===== config.mk =====
export PLATFORM = sky130hd
export DESIGN_NAME = cellring_rrbuf
export DESIGN_NICKNAME = d
export VERILOG_FILES = /design/src/rtl/crb_pkg.sv /design/src/rtl/crb_wr_ctl.sv /design/src/rtl/crb_rd_ctl.sv /design/src/rtl/crb_cell.sv /design/src/rtl/cellring_rrbuf.sv
export SDC_FILE = /design/constraint.sdc
export NUM_CORES = 1
export LEC_CHECK = 0
export CAP_MARGIN = 0
export CORE_MARGIN = 2
export CORE_UTILIZATION = 50
export CTS_CLUSTER_DIAMETER = 30
export CTS_CLUSTER_SIZE = 20
export DETAILED_ROUTE_END_ITERATION = 12
export DONT_BUFFER_PORTS = 1
export GPL_ROUTABILITY_DRIVEN = 1
export HOLD_SLACK_MARGIN = 0.12
export SETUP_SLACK_MARGIN = 0.5
export SKIP_LAST_GASP = 1
export SLEW_MARGIN = 20
export SYNTH_ARGS = -nofsm -noshare
export SYNTH_HDL_FRONTEND = slang
export SYNTH_HIERARCHICAL = 1
export SYNTH_SLANG_ARGS = --single-unit
export TNS_END_PERCENT = 50

===== constraint.sdc =====
create_clock -name clk -period 1.9 [get_ports clk]
set_input_delay 0.095 -clock clk [delete_from_list [all_inputs] [get_ports clk]]
set_output_delay 0.095 -clock clk [all_outputs]
set_load 0.01 [all_outputs]

===== src/rtl/crb_pkg.sv =====
package crb_pkg;

   typedef enum logic [1:0] {
      WS_IDLE  = 2'd0,
      WS_READY = 2'd1,
      WS_ACK   = 2'd2,
      WS_HOLD  = 2'd3
   } wside_e;

   typedef enum logic [1:0] {
      RS_IDLE  = 2'd0,
      RS_READY = 2'd1,
      RS_ACK   = 2'd2
   } rside_e;

endpackage


===== src/rtl/crb_wr_ctl.sv =====
module crb_wr_ctl
   import crb_pkg::*;
#(
   parameter bit OWNS_AT_RESET = 1'b0
) (
   input  logic clk,
   input  logic rst_n,
   input  logic wr_req,
   input  logic from_prev_req,
   output logic to_prev_ack,
   input  logic next_has_rd,
   output logic to_next_req,
   input  logic from_next_ack,
   output logic capture,
   output logic owns_w,
   output logic ack
);

   wside_e st_q, st_d;

   always_comb begin
      st_d = st_q;
      unique case (st_q)
         WS_IDLE:  if (from_prev_req) st_d = WS_READY;
         WS_READY: if (wr_req)        st_d = WS_ACK;
         WS_ACK:   if (!wr_req)       st_d = WS_HOLD;
         WS_HOLD:  if (from_next_ack) st_d = WS_IDLE;
         default:                     st_d = WS_IDLE;
      endcase
   end

   always_ff @(posedge clk) begin
      if (!rst_n) st_q <= OWNS_AT_RESET ? WS_READY : WS_IDLE;
      else        st_q <= st_d;
   end

   assign capture     = (st_q == WS_READY) && wr_req;
   assign ack         = (st_q == WS_ACK);
   assign owns_w      = (st_q != WS_IDLE);
   assign to_next_req = (st_q == WS_HOLD) && !next_has_rd;
   assign to_prev_ack = (st_q == WS_IDLE) && from_prev_req;

endmodule


===== src/rtl/crb_rd_ctl.sv =====
module crb_rd_ctl
   import crb_pkg::*;
#(
   parameter bit OWNS_AT_RESET = 1'b0
) (
   input  logic clk,
   input  logic rst_n,
   input  logic rd_req,
   input  logic from_prev_req,
   output logic to_prev_ack,
   input  logic next_has_wr,
   output logic to_next_req,
   input  logic from_next_ack,
   output logic owns_r,
   output logic ack
);

   rside_e st_q, st_d;

   always_comb begin
      st_d = st_q;
      unique case (st_q)
         RS_IDLE:  if (from_prev_req) st_d = RS_ACK;
         RS_READY: begin
            if (rd_req) begin
               if (next_has_wr)        st_d = RS_ACK;
               else if (from_next_ack) st_d = RS_IDLE;
            end
         end
         RS_ACK:   if (!rd_req) st_d = RS_READY;
         default:               st_d = RS_IDLE;
      endcase
   end

   always_ff @(posedge clk) begin
      if (!rst_n) st_q <= OWNS_AT_RESET ? RS_READY : RS_IDLE;
      else        st_q <= st_d;
   end

   assign to_next_req = (st_q == RS_READY) && rd_req && !next_has_wr;
   assign to_prev_ack = (st_q == RS_IDLE) && from_prev_req;
   assign owns_r      = (st_q != RS_IDLE);
   assign ack         = (st_q == RS_ACK);

endmodule


===== src/rtl/crb_cell.sv =====
module crb_cell #(
   parameter int DATA_W     = 8,
   parameter bit W_AT_RESET = 1'b0,
   parameter bit R_AT_RESET = 1'b0,
   parameter logic [DATA_W-1:0] INIT_VAL = '0
) (
   input  logic              clk,
   input  logic              rst_n,
   input  logic              wr_req,
   input  logic [DATA_W-1:0] wr_data,
   input  logic              rd_req,
   input  logic              w_prev_req,
   output logic              w_prev_ack,
   output logic              w_next_req,
   input  logic              w_next_ack,
   input  logic              r_prev_req,
   output logic              r_prev_ack,
   output logic              r_next_req,
   input  logic              r_next_ack,
   input  logic              next_w,
   input  logic              next_r,
   output logic              w_flag,
   output logic              r_flag,
   output logic              w_ack,
   output logic              r_ack,
   output logic [DATA_W-1:0] item
);

   logic              cap;
   logic [DATA_W-1:0] item_q;

   crb_wr_ctl #(.OWNS_AT_RESET(W_AT_RESET)) u_wr (
      .clk           (clk),
      .rst_n         (rst_n),
      .wr_req        (wr_req),
      .from_prev_req (w_prev_req),
      .to_prev_ack   (w_prev_ack),
      .next_has_rd   (next_r),
      .to_next_req   (w_next_req),
      .from_next_ack (w_next_ack),
      .capture       (cap),
      .owns_w        (w_flag),
      .ack           (w_ack)
   );

   crb_rd_ctl #(.OWNS_AT_RESET(R_AT_RESET)) u_rd (
      .clk           (clk),
      .rst_n         (rst_n),
      .rd_req        (rd_req),
      .from_prev_req (r_prev_req),
      .to_prev_ack   (r_prev_ack),
      .next_has_wr   (next_w),
      .to_next_req   (r_next_req),
      .from_next_ack (r_next_ack),
      .owns_r        (r_flag),
      .ack           (r_ack)
   );

   always_ff @(posedge clk) begin
      if (!rst_n)   item_q <= INIT_VAL;
      else if (cap) item_q <= wr_data;
   end

   assign item = item_q;

endmodule


===== src/rtl/cellring_rrbuf.sv =====
module cellring_rrbuf #(
   parameter int N_CELLS = 4,
   parameter int DATA_W  = 8,
   parameter int R_START = 0,
   parameter logic [DATA_W-1:0] INIT_VAL = '0
) (
   input  logic              clk,
   input  logic              rst_n,
   input  logic              wr_req,
   input  logic [DATA_W-1:0] wr_data,
   output logic              wr_ack,
   input  logic              rd_req,
   output logic              rd_ack,
   output logic [DATA_W-1:0] rd_data
);

   localparam int W_START = (R_START + 1) % N_CELLS;

   if (N_CELLS < 3) begin : g_bad_depth
      $error("cellring_rrbuf: N_CELLS must be at least 3");
   end
   if (DATA_W < 1) begin : g_bad_width
      $error("cellring_rrbuf: DATA_W must be at least 1");
   end
   if (R_START < 0 || R_START >= N_CELLS) begin : g_bad_start
      $error("cellring_rrbuf: R_START out of range");
   end

   logic [N_CELLS-1:0] w_vec, r_vec;
   logic [N_CELLS-1:0] w_ack_vec, r_ack_vec;
   logic [N_CELLS-1:0] w_req_fwd, w_ack_bwd;
   logic [N_CELLS-1:0] r_req_fwd, r_ack_bwd;
   logic [DATA_W-1:0]  item_arr [N_CELLS];

   for (genvar i = 0; i < N_CELLS; i++) begin : g_cell
      localparam int NXT = (i + 1) % N_CELLS;
      localparam int PRV = (i + N_CELLS - 1) % N_CELLS;
      crb_cell #(
         .DATA_W     (DATA_W),
         .W_AT_RESET (i == W_START),
         .R_AT_RESET (i == R_START),
         .INIT_VAL   (INIT_VAL)
      ) u_cell (
         .clk        (clk),
         .rst_n      (rst_n),
         .wr_req     (wr_req),
         .wr_data    (wr_data),
         .rd_req     (rd_req),
         .w_prev_req (w_req_fwd[PRV]),
         .w_prev_ack (w_ack_bwd[i]),
         .w_next_req (w_req_fwd[i]),
         .w_next_ack (w_ack_bwd[NXT]),
         .r_prev_req (r_req_fwd[PRV]),
         .r_prev_ack (r_ack_bwd[i]),
         .r_next_req (r_req_fwd[i]),
         .r_next_ack (r_ack_bwd[NXT]),
         .next_w     (w_vec[NXT]),
         .next_r     (r_vec[NXT]),
         .w_flag     (w_vec[i]),
         .r_flag     (r_vec[i]),
         .w_ack      (w_ack_vec[i]),
         .r_ack      (r_ack_vec[i]),
         .item       (item_arr[i])
      );
   end

   assign wr_ack = |w_ack_vec;
   assign rd_ack = |r_ack_vec;

   always_comb begin
      rd_data = '0;
      for (int i = 0; i < N_CELLS; i++) begin
         if (r_ack_vec[i]) rd_data = rd_data | item_arr[i];
      end
   end

endmodule


==> results by group, run 1 <==
CTS
  – CTS Sinks: 48
  – TritonCTS clock tree: done
  – Clock root buffer: clkbuf_8
  – H-tree Lvls: 2
  – Cts bufs inserted: 5
  – Worst-path clk slew: 100 ps
  – Clock Tree Buf Depth: 2
  – Clk_lat worst skew: 310 ps

Setup path
  – CP max FO: 8
  – CP Capture Type: flop
  – Arrival @ worst endpoint: 1770 ps
  – Setup CP Type: reg2reg
  – Critical Path Start Type: flop
  – Crit path required time: 2120 ps

Final layout
  – Fillers: 364
  – Area Overhead vs Synth: 42.4%
  – Multi-input gate area: 1990 um2
  – Nets: 365
  – ANT cells: 0
  – Register area: 1010 um2
  – Layout cells sized above 1: 50.0%

Run
  – Max-cap violations: 0

GRT
  – First-pass GRT wire length: 10.4 mm
  – Grt ovf: 0
  – Vias in the first global route: 2,231
  – Initial antenna violation count: 0
  – Largest net degree at the start of global routing: 60
  – Total GRT Usage: 21.6%

Floorplan
  – Core Area: 5170 um2
  – Die area: 6010 um2
  – Die span in x: 77.6 um
  – Die height: 77.6 um
  – FP Rows: 26
  – # IOs: 22
  – Starting Density: 52.3%

Drt
  – ANT nets after route: 0
  – DR vias: 2,160
  – DRC Markers: 0
  – DRT iter0 DRCs: 54
  – DR vias/cell: 5.35
  – Drt total wl: 6.95 mm
  – DR WL/cell: 17.2 um
  – Initial DRT Pass Iterations: 4

Yosys
  – Syn Nets: 304
  – Synth cell count leaders: dfxtp_1 (48), mux2i_1 (41), nor2b_1 (37), ha_1 (20), inv_1 (20)
  – Mapped Area: 2710 um2
  – Ys Warns: 6
  – Most common cell in the netlist: dfxtp_1
  – Number of synthesized register bits: 48
  – Seq/Total Area, Yosys: 35.5%
  – Post-synth EDFFs: 0
  – Synth area leader: dfxtp_1
  – Syn avg cell area: 9.95 um2
  – Synth Flop Type: dfxtp_1
  – Yosys cell types: 32
  – Post-synth ARST share: 0%
  – Syn Inst Count: 272
  – Largest cells by area after synthesis: dfxtp_1 (36%), mux2i_1 (15%), ha_1 (9.3%)
  – Post-synth top area share: 35.5%

Power and ir drop
  – Lkg Pwr: 1.48 nW
  – PwrDens: 921 nW/um2
  – VDD IR-drop max: 0.605 mV

Timing
  – Max Freq: 645 MHz
  – Hold Violations, Final: 3
  – Fin crit period: 1550 ps
  – Tightest Pin Transition: 352 ps
  – TNS Setup: 0 ps
  – Final setup fails: 0
  – Slew Viols, Final: 0
  – Final setup skew: 9.52 ps
  – Crit share post-route: 81.6%
  – RSZ-0062 raised after global routing: yes
  – Final hold slack: -16.5 ps
  – Slew headroom: 76.4%

Placement
  – Final HPWL DP: 3.70 mm
  – Number of port buffers: 0
  – Final GP Congestion: 0.777

Run status
  – Violated checks: negative hold slack
  – Outcome: complete, but fails checks

Worst hold path
  – Type of the most critical hold path: in2reg
[report_power, final]
| group | internal [W] | leakage (nW) | switching, W | total (W) |
|---|---|---|---|---|
| logic | 0.000761 | 1.02 | 0.000708 | 0.00147 |
| clock network | 0.000431 | 0.0614 | 0.000377 | 0.000808 |
| registers | 0.00114 | 0.399 | 0.000129 | 0.00127 |
| total | 0.00233 | 1.48 | 0.00121 | 0.00355 |
[cell families after synthesis]
kind of cell / count (synthesis) / share of synthesized area [%]
AOI/OAI and AO/OA: 38 / 11.4
adders and majority gates: 20 / 9.25
buffers and inverters: 28 / 5.37
DFF: 48 / 35.5
muxes: 42 / 15.7
and+or+nand+nor: 96 / 22.7
[flip-flops by register name, indices dropped and copies added (netlist names)]
name	cells
g_cell.u_cell/item	32
g_cell.u_cell/u_rd/st_q	8
g_cell.u_cell/u_wr/st_q	8
[routing by layer]
layer / part of all wire (%) / global-route usage [%] / up-vias
met1: 44 / 26.2 / 1040
met3: 3.1 / 3.49 / 11
met2: 51 / 39.0 / 30
li1: - / - / 1079
met4: 1.5 / 6.61 / 0
met5: 0 / 0 / -
[critical path, stage by stage, from the launching register on]
cell and delay, ps:
dfxtp_2 380, or2_2 320, nor2_2 130, and2_1 150
o221a_2 230, mux2i_1 240
[repair_timing]
action,in CTS,in global routing
gates resized for setup,60,70
pin swaps,20,19
cloned,0,1
setup endpoints to repair,24,52
endpoints found under the hold margin,48,8
hold buffers,12,1
setup buffers,24,17
[through the flow]
step	setup slack, ps	power [W]	utilization [%]	instances	area (um2)
floorplan	472	0.00198	-	272	2740
global placement	299	0.00215	54.4	341	2810
detailed placement	306	0.00216	54.4	341	2810
CTS	372	0.00317	66.4	385	3430
global route	298	0.00374	74.5	404	3850
finish	350	0.00355	74.5	404	3850
[layout by cell type (no fill, tap or decap), types with 3 or more instances in the layout]
cell type,count
clkbuf_8,6
nor2b_4,3
and2_1,4
and2_4,4
dfxtp_2,6
nand2_1,12
nand2_2,7
ha_2,3
o31a_1,4
ha_1,8
o21ai_1,4
a22oi_2,15
o21ai_0,3
nor3b_2,5
dlygate4sd3_1,12
dfxtp_4,10
and2b_4,3
inv_1,6
buf_4,37
buf_6,10
dfxtp_1,32
nor2b_1,33
ha_4,9
a32o_1,3
mux2i_1,40
inv_4,9
and3b_2,6
and4b_2,3
inv_2,5
[path summary, 6_finish.rpt]
path | from | to | slack (ps) | cells past startpoint
hold / removal | rd_req | g_cell[3].u_cell/u_rd/st_q[0]$_SDFFE_PN0P_ | -20 | 2
setup / recovery | g_cell[3].u_cell/u_rd/st_q[1]$_SDFFE_PN0P_ | g_cell[2].u_cell/u_wr/st_q[0]$_SDFFE_PN0P_ | 350 | 5
setup reg to reg | g_cell[3].u_cell/u_rd/st_q[1]$_SDFFE_PN0P_ | g_cell[2].u_cell/u_wr/st_q[0]$_SDFFE_PN0P_ | 350 | 5
hold reg to reg | g_cell[2].u_cell/u_wr/st_q[1]$_SDFFE_PN0P_ | g_cell[2].u_cell/u_wr/st_q[1]$_SDFFE_PN0P_ | 510 | 2
[layout make-up]
type	instances	area share (%)
Sequential cell	48	26.1
Multi-Input combinational cell	197	51.8
Tap cell	70	2.27
Clock buffer	6	2.14
Inverter	20	2.53
Clock inverter	2	1.01
Timing Repair Buffer	61	14.2
No activity file was read; power rests on OpenSTA's default activity.
==> inputs of run 2 (changes only) <==
Settings changed: PLACE_DENSITY from default to 0.68.
Clock period 1.9 ns to 1.4 ns, I/O delays scaled along.
==> results by group, run 2 (synthesis gave the netlist of run 1 again) <==
CTS
  – H-tree Lvls: 2
  – Cts bufs inserted: 5
  – Clock Tree Buf Depth: 2
  – CTS Hold Bufs: 1
  – TritonCTS clock tree: done
  – Clock root buffer: clkbuf_8
  – Worst-path clk slew: 90 ps
  – CTS Sinks: 48
  – Clk_lat worst skew: 310 ps

Timing
  – Hold Violations, Final: 48
  – RSZ-0062 raised after global routing: yes
  – Crit share post-route: 114%
  – Final hold slack: -108 ps
  – Max Freq: 625 MHz
  – TNS Setup: -1750 ps
  – Slew Viols, Final: 0
  – Tightest Pin Transition: 245 ps
  – Final setup skew: 3.69 ps
  – Fin crit period: 1600 ps
  – Slew headroom: 83.7%
  – Final setup fails: 23
  – Worst setup margin: -200 ps

Floorplan
  – Starting Density: 52.3%
  – Die height: 77.6 um
  – Die span in x: 77.6 um
  – # IOs: 22
  – FP Rows: 26
  – Die area: 6010 um2
  – Core Area: 5170 um2

Drt
  – ANT nets after route: 0
  – DRC Markers: 0
  – DRT iter0 DRCs: 52
  – Initial DRT Pass Iterations: 4
  – DR vias: 2,120
  – DR WL/cell: 16.9 um
  – Drt total wl: 6.75 mm
  – DR vias/cell: 5.31

Setup path
  – CP max-delay cell: or4_4
  – Setup CP Type: reg2out
  – Buf/Inv on CP: 1
  – CP max stage delay: 560 ps
  – Crit-path cells: inv_2, ha_1, or4_4
  – CP Capture Type: output port
  – Family with the most delay on the worst path: simple AND/OR/NAND/NOR gates
  – CP max FO: 3
  – Arrival @ worst endpoint: 1530 ps
  – Crit path required time: 1330 ps
  – Critical Path Start Type: flop

Final layout
  – Max reg flops: 32
  – ANT cells: 0
  – Commonest non-fill, non-tap cell in the layout: buf_4
  – Most frequent cells in the layout: buf_4 (40), mux2i_1 (39), nor2b_1 (33), dfxtp_1 (33), a22oi_2 (15)
  – Nets: 360
  – Final Util: 74.9%
  – Layout cells sized above 1: 54.7%
  – Fillers: 319
  – Area Overhead vs Synth: 43.2%

GRT
  – Vias in the first global route: 2,239
  – Initial antenna violation count: 0
  – First-pass GRT wire length: 10.9 mm
  – Total GRT Usage: 23.3%
  – Grt ovf: 0
  – Largest net degree at the start of global routing: 60

Power and ir drop
  – PwrDens: 1360 nW/um2
  – Lkg Pwr: 1.48 nW
  – Final Power: 0.00526 W
  – VDD IR-drop max: 1.03 mV

Run status
  – Outcome: complete, but fails checks
  – Violated checks: negative hold slack, negative setup slack

Placement
  – Final GP Congestion: 0.750
  – Number of port buffers: 0
  – Final HPWL DP: 4.10 mm

Run
  – Max-cap violations: 0

Worst hold path
  – Type of the most critical hold path: in2reg
## run 2: changes by cell type in the layout (fill, tap and decap cells not counted), moves of 3 or more
cell,delta
dlygate4sd3_1,-11
and2_4,+4
buf_6,+3
ha_4,+3
and2_1,-4
dfxtp_2,+3
inv_2,+3
buf_4,+3
dfxtp_4,-4
## run 2: final cells by class
cell class / instances / area [um2] / area share, %
clock buffers: 6 / 82.6 / 2.13
clock inverters: 2 / 38.8 / 1.00
inverters: 20 / 92.6 / 2.39
multi-input cells: 196 / 2060 / 53.2
flip-flops and latches: 48 / 995 / 25.7
well taps: 70 / 87.6 / 2.26
repair buffers: 57 / 517 / 13.3
## run 2: final timing paths
kind | cells past startpoint | end | startpoint | slack [ps]
worst max register to register | 7 | g_cell[1].u_cell/u_wr/st_q[0]$_SDFFE_PN1P_ | g_cell[1].u_cell/u_wr/st_q[1]$_SDFFE_PN0P_ | -100
worst min-delay path | 1 | g_cell[2].u_cell/u_rd/st_q[1]$_SDFFE_PN0P_ | rst_n | -110
worst max-delay path | 3 | wr_ack | g_cell[0].u_cell/u_wr/st_q[0]$_SDFFE_PN0P_ | -200
worst min register to register | 2 | g_cell[3].u_cell/u_wr/st_q[1]$_SDFFE_PN0P_ | g_cell[3].u_cell/u_wr/st_q[1]$_SDFFE_PN0P_ | 510
## run 2: layer usage
| layer | share of wire (%) | track usage (%) | vias up |
|---|---|---|---|
| met5 | 0 | 0 | - |
| met4 | 2.9 | 8.93 | 0 |
| met3 | 4.1 | 6.28 | 19 |
| met2 | 51 | 41.9 | 39 |
| met1 | 41 | 26.2 | 994 |
| li1 | - | - | 1068 |
## run 2: timing repair
action	CTS	global route
hold endpoints to repair	48	48
endpoints found under the setup margin	58	58
gates resized for setup	59	39
pin swaps	19	30
setup buffers	17	11
## run 2: worst register-to-register path, delay by kind of cell, from the launching register on
kind                     cells  cell delay (ps)
AND/OR/NAND/NOR              3              350
flip-flops                   1              390
adder cells (fa/ha/maj)      1              130
buffers and inverters        1              110
AO/OA/AOI/OAI                2              470
## run 2: through the flow
step | hold WS (ps) | worst slack [ps] | cell area, um2 | std cells
5_1_grt | -121 | -250 | 3870 | 399
3_5_place_dp | 200 | -74.3 | 3110 | 362
6_report | -108 | -200 | 3870 | 399
2_1_floorplan | 190 | 34.3 | 2850 | 272
3_3_place_gp | 200 | -13.6 | 3110 | 362
4_1_cts | -136 | -193 | 3630 | 388
## run 2: where the power goes
group / switching [W] / internal [W]
registers: 0.000148 / 0.00156
logic: 0.00108 / 0.00140
clock network: 0.000496 / 0.000584
